### config.mk
export PLATFORM = sky130hd
export DESIGN_NAME = pin_cfg_broadcast
export DESIGN_NICKNAME = d
export VERILOG_FILES = /design/src/rtl/pinbc_pkg.sv /design/src/rtl/pinbc_decode.sv /design/src/rtl/pinbc_cfg_bank.sv /design/src/rtl/pinbc_mux_bank.sv /design/src/rtl/pin_cfg_broadcast.sv
export SDC_FILE = /design/constraint.sdc
export NUM_CORES = 1
export LEC_CHECK = 0
export BUFFER_PORTS_ARGS = -buffer_cell sky130_fd_sc_hd__buf_2
export CAP_MARGIN = 20
export CELL_PAD_IN_SITES_DETAIL_PLACEMENT = 0
export CELL_PAD_IN_SITES_GLOBAL_PLACEMENT = 2
export CORE_MARGIN = 2
export CORE_UTILIZATION = 34
export DETAILED_ROUTE_END_ITERATION = 6
export MAX_ROUTING_LAYER = met4
export PLACE_DENSITY = 0.82
export SKIP_CTS_REPAIR_TIMING = 1
export SLEW_MARGIN = 20
export SYNTH_ARGS = -nofsm -noshare
export SYNTH_HDL_FRONTEND = slang
export SYNTH_SLANG_ARGS = --single-unit
### constraint.sdc
create_clock -name clk -period 0.8 [get_ports clk]
set_input_delay 0.08 -clock clk [delete_from_list [all_inputs] [get_ports clk]]
set_output_delay 0.08 -clock clk [all_outputs]
set_load 0.03 [all_outputs]
### src/rtl/pinbc_pkg.sv
package pinbc_pkg;
  localparam int CFG_W      = 7;
  localparam int CFG_LSB    = 16;
  localparam int MUX_W      = 4;
  localparam int MUX_LSB    = 24;
  localparam int MASK_W     = 16;
  localparam int HALF_BIT   = 31;
  localparam int CFG_EN_BIT = 30;
  localparam int MUX_EN_BIT = 28;

  typedef struct packed {
    logic       drive;
    logic [1:0] slew;
    logic       odrain;
    logic       pull_en;
    logic       in_en;
    logic       mux_en;
  } pin_cfg_t;
endpackage

### src/rtl/pinbc_decode.sv
module pinbc_decode
  import pinbc_pkg::*;
#(
  parameter int PINS    = 32,
  parameter int ADDR_W  = 8,
  parameter logic [ADDR_W-1:0] REG_OFS = 8'h28
) (
  input  logic              clk,
  input  logic              rst_n,
  input  logic              bus_wr,
  input  logic [ADDR_W-1:0] bus_addr,
  input  logic [3:0]        bus_be,
  input  logic [31:0]       bus_wdata,
  input  logic              bus_nonsec,
  input  logic [PINS-1:0]   pin_nonsec,
  input  logic              wr_protect,
  output logic [PINS-1:0]   cfg_we,
  output logic [PINS-1:0]   mux_we,
  output pin_cfg_t          cfg_val,
  output logic [MUX_W-1:0]  mux_val,
  output logic              prot_err
);
  localparam int HALF = PINS / 2;

  logic            hit, accept;
  logic [PINS-1:0] sel;
  logic            unused_rsvd;

  assign hit    = bus_wr && (bus_addr == REG_OFS);
  assign accept = hit && (&bus_be) && !wr_protect;

  for (genvar i = 0; i < PINS; i++) begin : g_sel
    localparam logic UPPER = (i >= HALF);
    assign sel[i] = bus_wdata[i % HALF] && (bus_wdata[HALF_BIT] == UPPER)
                    && (!bus_nonsec || pin_nonsec[i]);
  end

  assign cfg_we  = sel & {PINS{accept && bus_wdata[CFG_EN_BIT]}};
  assign mux_we  = sel & {PINS{accept && bus_wdata[MUX_EN_BIT]}};
  assign cfg_val = pin_cfg_t'(bus_wdata[CFG_LSB +: CFG_W]);
  assign mux_val = bus_wdata[MUX_LSB +: MUX_W];
  assign unused_rsvd = ^{bus_wdata[29], bus_wdata[23]};

  always_ff @(posedge clk or negedge rst_n) begin
    if (!rst_n) prot_err <= 1'b0;
    else        prot_err <= hit && wr_protect;
  end
endmodule

### src/rtl/pinbc_cfg_bank.sv
module pinbc_cfg_bank
  import pinbc_pkg::*;
#(
  parameter int PINS = 32
) (
  input  logic                  clk,
  input  logic                  rst_n,
  input  logic [PINS-1:0]       we,
  input  pin_cfg_t              val,
  output logic [PINS*CFG_W-1:0] cfg_flat
);
  for (genvar i = 0; i < PINS; i++) begin : g_pin
    pin_cfg_t q;
    always_ff @(posedge clk or negedge rst_n) begin
      if (!rst_n)     q <= '0;
      else if (we[i]) q <= val;
    end
    assign cfg_flat[i*CFG_W +: CFG_W] = q;
  end
endmodule

### src/rtl/pinbc_mux_bank.sv
module pinbc_mux_bank
  import pinbc_pkg::*;
#(
  parameter int PINS = 32
) (
  input  logic                  clk,
  input  logic                  rst_n,
  input  logic [PINS-1:0]       we,
  input  logic [MUX_W-1:0]      val,
  output logic [PINS*MUX_W-1:0] mux_flat
);
  localparam int PAIRS = PINS / 2;

  for (genvar b = 0; b < PAIRS; b++) begin : g_pair
    logic [2*MUX_W-1:0] pair_q;
    always_ff @(posedge clk or negedge rst_n) begin
      if (!rst_n) pair_q <= '0;
      else begin
        if (we[2*b])   pair_q[MUX_W-1:0]       <= val;
        if (we[2*b+1]) pair_q[2*MUX_W-1:MUX_W] <= val;
      end
    end
    assign mux_flat[2*b*MUX_W +: 2*MUX_W] = pair_q;
  end
endmodule

### src/rtl/pin_cfg_broadcast.sv
module pin_cfg_broadcast
  import pinbc_pkg::*;
#(
  parameter int PINS   = 32,
  parameter int ADDR_W = 8,
  parameter logic [ADDR_W-1:0] REG_OFS = 8'h28
) (
  input  logic                  clk,
  input  logic                  rst_n,
  input  logic                  bus_wr,
  input  logic [ADDR_W-1:0]     bus_addr,
  input  logic [3:0]            bus_be,
  input  logic [31:0]           bus_wdata,
  input  logic                  bus_nonsec,
  output logic [31:0]           bus_rdata,
  input  logic [PINS-1:0]       pin_nonsec,
  input  logic                  wr_protect,
  output logic                  prot_err,
  output logic [PINS*CFG_W-1:0] pin_cfg,
  output logic [PINS*MUX_W-1:0] pin_mux
);
  logic [PINS-1:0]  cfg_we, mux_we;
  pin_cfg_t         cfg_val;
  logic [MUX_W-1:0] mux_val;

  assign bus_rdata = '0;

  pinbc_decode #(.PINS(PINS), .ADDR_W(ADDR_W), .REG_OFS(REG_OFS)) u_dec (
    .clk(clk), .rst_n(rst_n), .bus_wr(bus_wr), .bus_addr(bus_addr),
    .bus_be(bus_be), .bus_wdata(bus_wdata), .bus_nonsec(bus_nonsec),
    .pin_nonsec(pin_nonsec), .wr_protect(wr_protect),
    .cfg_we(cfg_we), .mux_we(mux_we), .cfg_val(cfg_val), .mux_val(mux_val),
    .prot_err(prot_err)
  );

  pinbc_cfg_bank #(.PINS(PINS)) u_cfg (
    .clk(clk), .rst_n(rst_n), .we(cfg_we), .val(cfg_val), .cfg_flat(pin_cfg)
  );

  pinbc_mux_bank #(.PINS(PINS)) u_mux (
    .clk(clk), .rst_n(rst_n), .we(mux_we), .val(mux_val), .mux_flat(pin_mux)
  );
endmodule

* After elaboration in Yosys (flattened, before gate mapping)
Index checks and enable logic that the tools add are counted.
Operators by class: eq/ne operators 1, bitwise operators 3, reduce and logical (&&, ||, !) cells 105
Operator list (number):
- 1-bit logical AND | 70
- 32-bit bitwise AND | 2
- 1-bit logical OR | 32
- 8-bit by 6-bit == test with 1-bit output (second input constant) | 1
- 4-bit AND reduction | 1
- 1-bit logical NOT | 2
- 1-bit inverter | 1
Storage, ports and cells: register bits 353, output and inout port bits 385, word-level logic and storage cells 334

* Longest topological paths before layout
depth in word-level cells 6, mapped depth 6, depth with buffers taken out 4

* Hierarchy
A second synthesis with hierarchy kept.
Second synthesis, totals: cell total of the unflattened synthesis 935, area, all modules 14343.8 um^2
Modules (own cells, without submodules):
- pinbc_cfg_bank | instances 1, cells an instance 501, area each 8627.0 um^2
- pinbc_mux_bank | instances 1, cells an instance 268, area each 4704.5 um^2
- pinbc_decode | instances 1, cells an instance 133, area each 768.2 um^2
- pin_cfg_broadcast | instances 1, cells an instance 33, area each 244.0 um^2

* Least setup slack after synthesis
OpenSTA, ideal clock, no wires.
path kind input port to flip-flop, start point input bus_addr[7], end point register u_cfg.g_pin[31].q (netlist bit u_cfg.cfg_flat[218]), data arrival time 1.547 ns, required time 0.675 ns, path slack -0.872 ns, stages 6, path through and4bb_1 -> nand4b_1 -> buf_4 -> buf_6 -> nor3_2 -> mux2_2
On the way: longest elaborated chain between the ends 6
Ends and longest elaborated chain:
- start: declaration | RTL line pin_cfg_broadcast.sv:11 | input logic [ADDR_W-1:0] bus_addr,
- 8-bit by 6-bit == test with 1-bit output | RTL line pinbc_decode.sv:29 | assign hit = bus_wr && (bus_addr == REG_OFS);
- 1-bit logical AND | RTL line pinbc_decode.sv:29
- 1-bit logical AND (2 in series) | RTL line pinbc_decode.sv:30 | assign accept = hit && (&bus_be) && !wr_protect;
- 1-bit logical AND | RTL line pinbc_decode.sv:38 | assign cfg_we = sel & {PINS{accept && bus_wdata[CFG_EN_BIT]}};
- 32-bit bitwise AND | RTL line pinbc_decode.sv:38
- end signal: assignment | RTL line pinbc_cfg_bank.sv:16 | else if (we[i]) q <= val;
- end: declaration | RTL line pinbc_cfg_bank.sv:13 | pin_cfg_t q;
Every way passes these cells. A chain may end at the register's enable or synchronous reset.

* Worst setup path in the final report
start point input bus_addr[2], end point register u_cfg.g_pin[28].q (netlist bit u_cfg.cfg_flat[202])
On the way: longest elaborated chain between the ends 6
Ends and longest elaborated chain (RTL line):
- 8-bit by 6-bit == test with 1-bit output | pinbc_decode.sv:29
- 1-bit logical AND | pinbc_decode.sv:29
- 1-bit logical AND (2 in series) | pinbc_decode.sv:30
- 1-bit logical AND | pinbc_decode.sv:38
- 32-bit bitwise AND | pinbc_decode.sv:38
- end signal: assignment | pinbc_cfg_bank.sv:16
- end: declaration | pinbc_cfg_bank.sv:13
Every way passes these cells.

==> metrics <==
outcome=finished with violations; failing checks=negative setup slack; routability cong.=0.801; Final #Nets=1,668; HPWL after DPL=33,900 µm; Die Area=43,400 µm²; initial antenna violation count=4; synth top area cells=dfrtp_1 62%, mux2_2 28%, nor3_2 3.3%; CTS Buf Count=40; Final Hold Viols=0; Layout fillers=3,150; period utilization=172%; WL met3=3280 µm; CP Launch Type=input pin; I/O Pins=466; Port Buf Inserts=431; Clk Latency, worst-skew pair=550 ps; Clock transition at path regs=60 ps; Max Clk Rate=0.727 GHz; routed length on met1=20,300 µm; sequential fraction of the synthesis area=62.2%; CTS tree=yes; die height=208 µm; grt ovf=0; Root Driver=clkbuf_16; Warnings, synthesis=0; VDD IR max=1380 µV; initial DRC count=426; die width=208 µm; Syn Std Cell Area=14,200 µm²; vias in the first global route=10,200; Initial Util=34.6%; core box area=41,000 µm²; skew final=0 ps; Core Util, Final=58.2%; Leakage=0.0124 µW; largest net degree at the start of global routing=36; Area Growth Syn to Fin=68.0%; Max Cap Violations=0; total track usage=21.4%; Pwr per Cell Area=1590 nW/µm²; Mapped Cells=894; vias per std cell=4.75; count of state elements after synthesis=353; total negative setup slack=-304,820 ps; crit end category=flip-flop; Yosys top cell by area=dfrtp_1; Netlist cell types=21; vias post-DR=10,200; Worst Path Max Fanout=19; WL met2=23,800 µm; Place WS=-1170 ps; DRT Pass-1 Iters=4; share of cells above drive strength 1=72.7%; Detail Route Antenna Nets=0; Final Worst Setup Slack=-576 ps; CTS max path bufs=3; RSZ-0062 raised after global routing=true; Max Transition Viols Final=0; most common cell after layout, fill and taps aside=buf_6; CTS Sinks=353; Required @ worst endpoint=1240 ps; min cycle time layout=1380 ps; WS Path Type=in -> reg; final wirelength=48,700 µm; Synth top area share=62.2%; DRC violations left=0; Mapped Avg Cell Area=15.9 µm²; Worst Hold Class=in -> reg; placed insts=1,959; Site Rows=74; uppermost layer routed=met4; count of final setup violators=705; global-route wire length before repair=67,600 µm; final non-filler cell total=2,147; most frequent cells in the layout=368 x buf_6, 353 x dfrtp_1, 207 x mux2_2; crit path DAT=1810 ps; Min Hold Slack=6.93 ps; Avg WL per Cell=22.7 µm; H-tree levels=2
## cells by family after synthesis
| group | after synthesis | synth area share, % |
|---|---|---|
| AO/OA/AOI/OAI | 32 | 1.13 |
| buffers and inverters | 80 | 3.42 |
| AND/OR/NAND/NOR | 76 | 5.37 |
| flip-flops | 353 | 62.2 |
| multiplexers | 352 | 27.9 |
| other | 1 | 0.0264 |
## through the flow
stage                     total power [µW]  instance area, µm²
after global placement               20300               19000
after floorplan                      18900               14800
after CTS                            38300               20200
after global routing                 39300               23900
final                                38000               23900
after detailed placement             20300               19000
## synthesized netlist by cell type, drive strengths merged
cell / count
nand2: 4
dfrtp: 353
and4: 2
nor2b: 1
nor4: 1
nor3: 65
buf: 43
nor4b: 1
conb: 1
nand4b: 1
o21ai: 32
mux2: 352
clkbuf: 36
and4bb: 1
inv: 1
## state kept, by name (all words and copies together) (netlist names)
signal and cells:
u_mux.g_pair.pair_q 128, u_dec.prot_err 1, u_cfg.cfg_flat 224
## path summary, 6_finish.rpt
kind,endpoint,slack (ps),cells past startpoint,start
min,u_cfg.cfg_flat[131]$_DFFE_PN0P_,7,3,bus_wdata[21]
max reg2reg,u_cfg.cfg_flat[194]$_DFFE_PN0P_,-140,2,u_cfg.cfg_flat[194]$_DFFE_PN0P_
max in group asynchronous,u_cfg.cfg_flat[170]$_DFFE_PN0P_,190,4,rst_n
min in group asynchronous,u_mux.g_pair[15].pair_q[1]$_DFFE_PN0P_,120,3,rst_n
max,u_cfg.cfg_flat[202]$_DFFE_PN0P_,-580,8,bus_addr[2]
min reg2reg,u_mux.g_pair[7].pair_q[7]$_DFFE_PN0P_,530,1,u_mux.g_pair[7].pair_q[7]$_DFFE_PN0P_
## report_power, final
part           switching [µW]  internal (µW)  total (µW)
clock network            7370          10600       17900
logic                    1460            735        2190
registers                3.92          17900       17900
## per-layer routing
| layer | global-route usage (%) | vias to the layer above |
|---|---|---|
| met2 | 33.5 | 353 |
| met1 | 27.4 | 5282 |
| met3 | 5.90 | 77 |
| met4 | 5.51 | 0 |
| met5 | - | - |
| li1 | - | 4493 |
## worst max-delay path: stages
cell and delay (ps):
buf_6 90, and4bb_1 280, nand4b_1 200, buf_6 220, buf_12 180, nor3_4 220
buf_12 160, mux2_2 340
## area by class of cell
| type | instances | area (µm²) | share of cell area (%) |
|---|---|---|---|
| tap | 532 | 666 | 2.79 |
| inverter | 1 | 3.75 | 0.0157 |
| sequential | 353 | 8830 | 37.0 |
| antenna | 4 | 10.0 | 0.0419 |
| clock buffer | 52 | 1130 | 4.72 |
| clock inverter | 14 | 140 | 0.587 |
| timing repair buffer | 699 | 7270 | 30.5 |
| multi-input combinational | 492 | 5830 | 24.4 |
(Power assumes the default switching activity.)
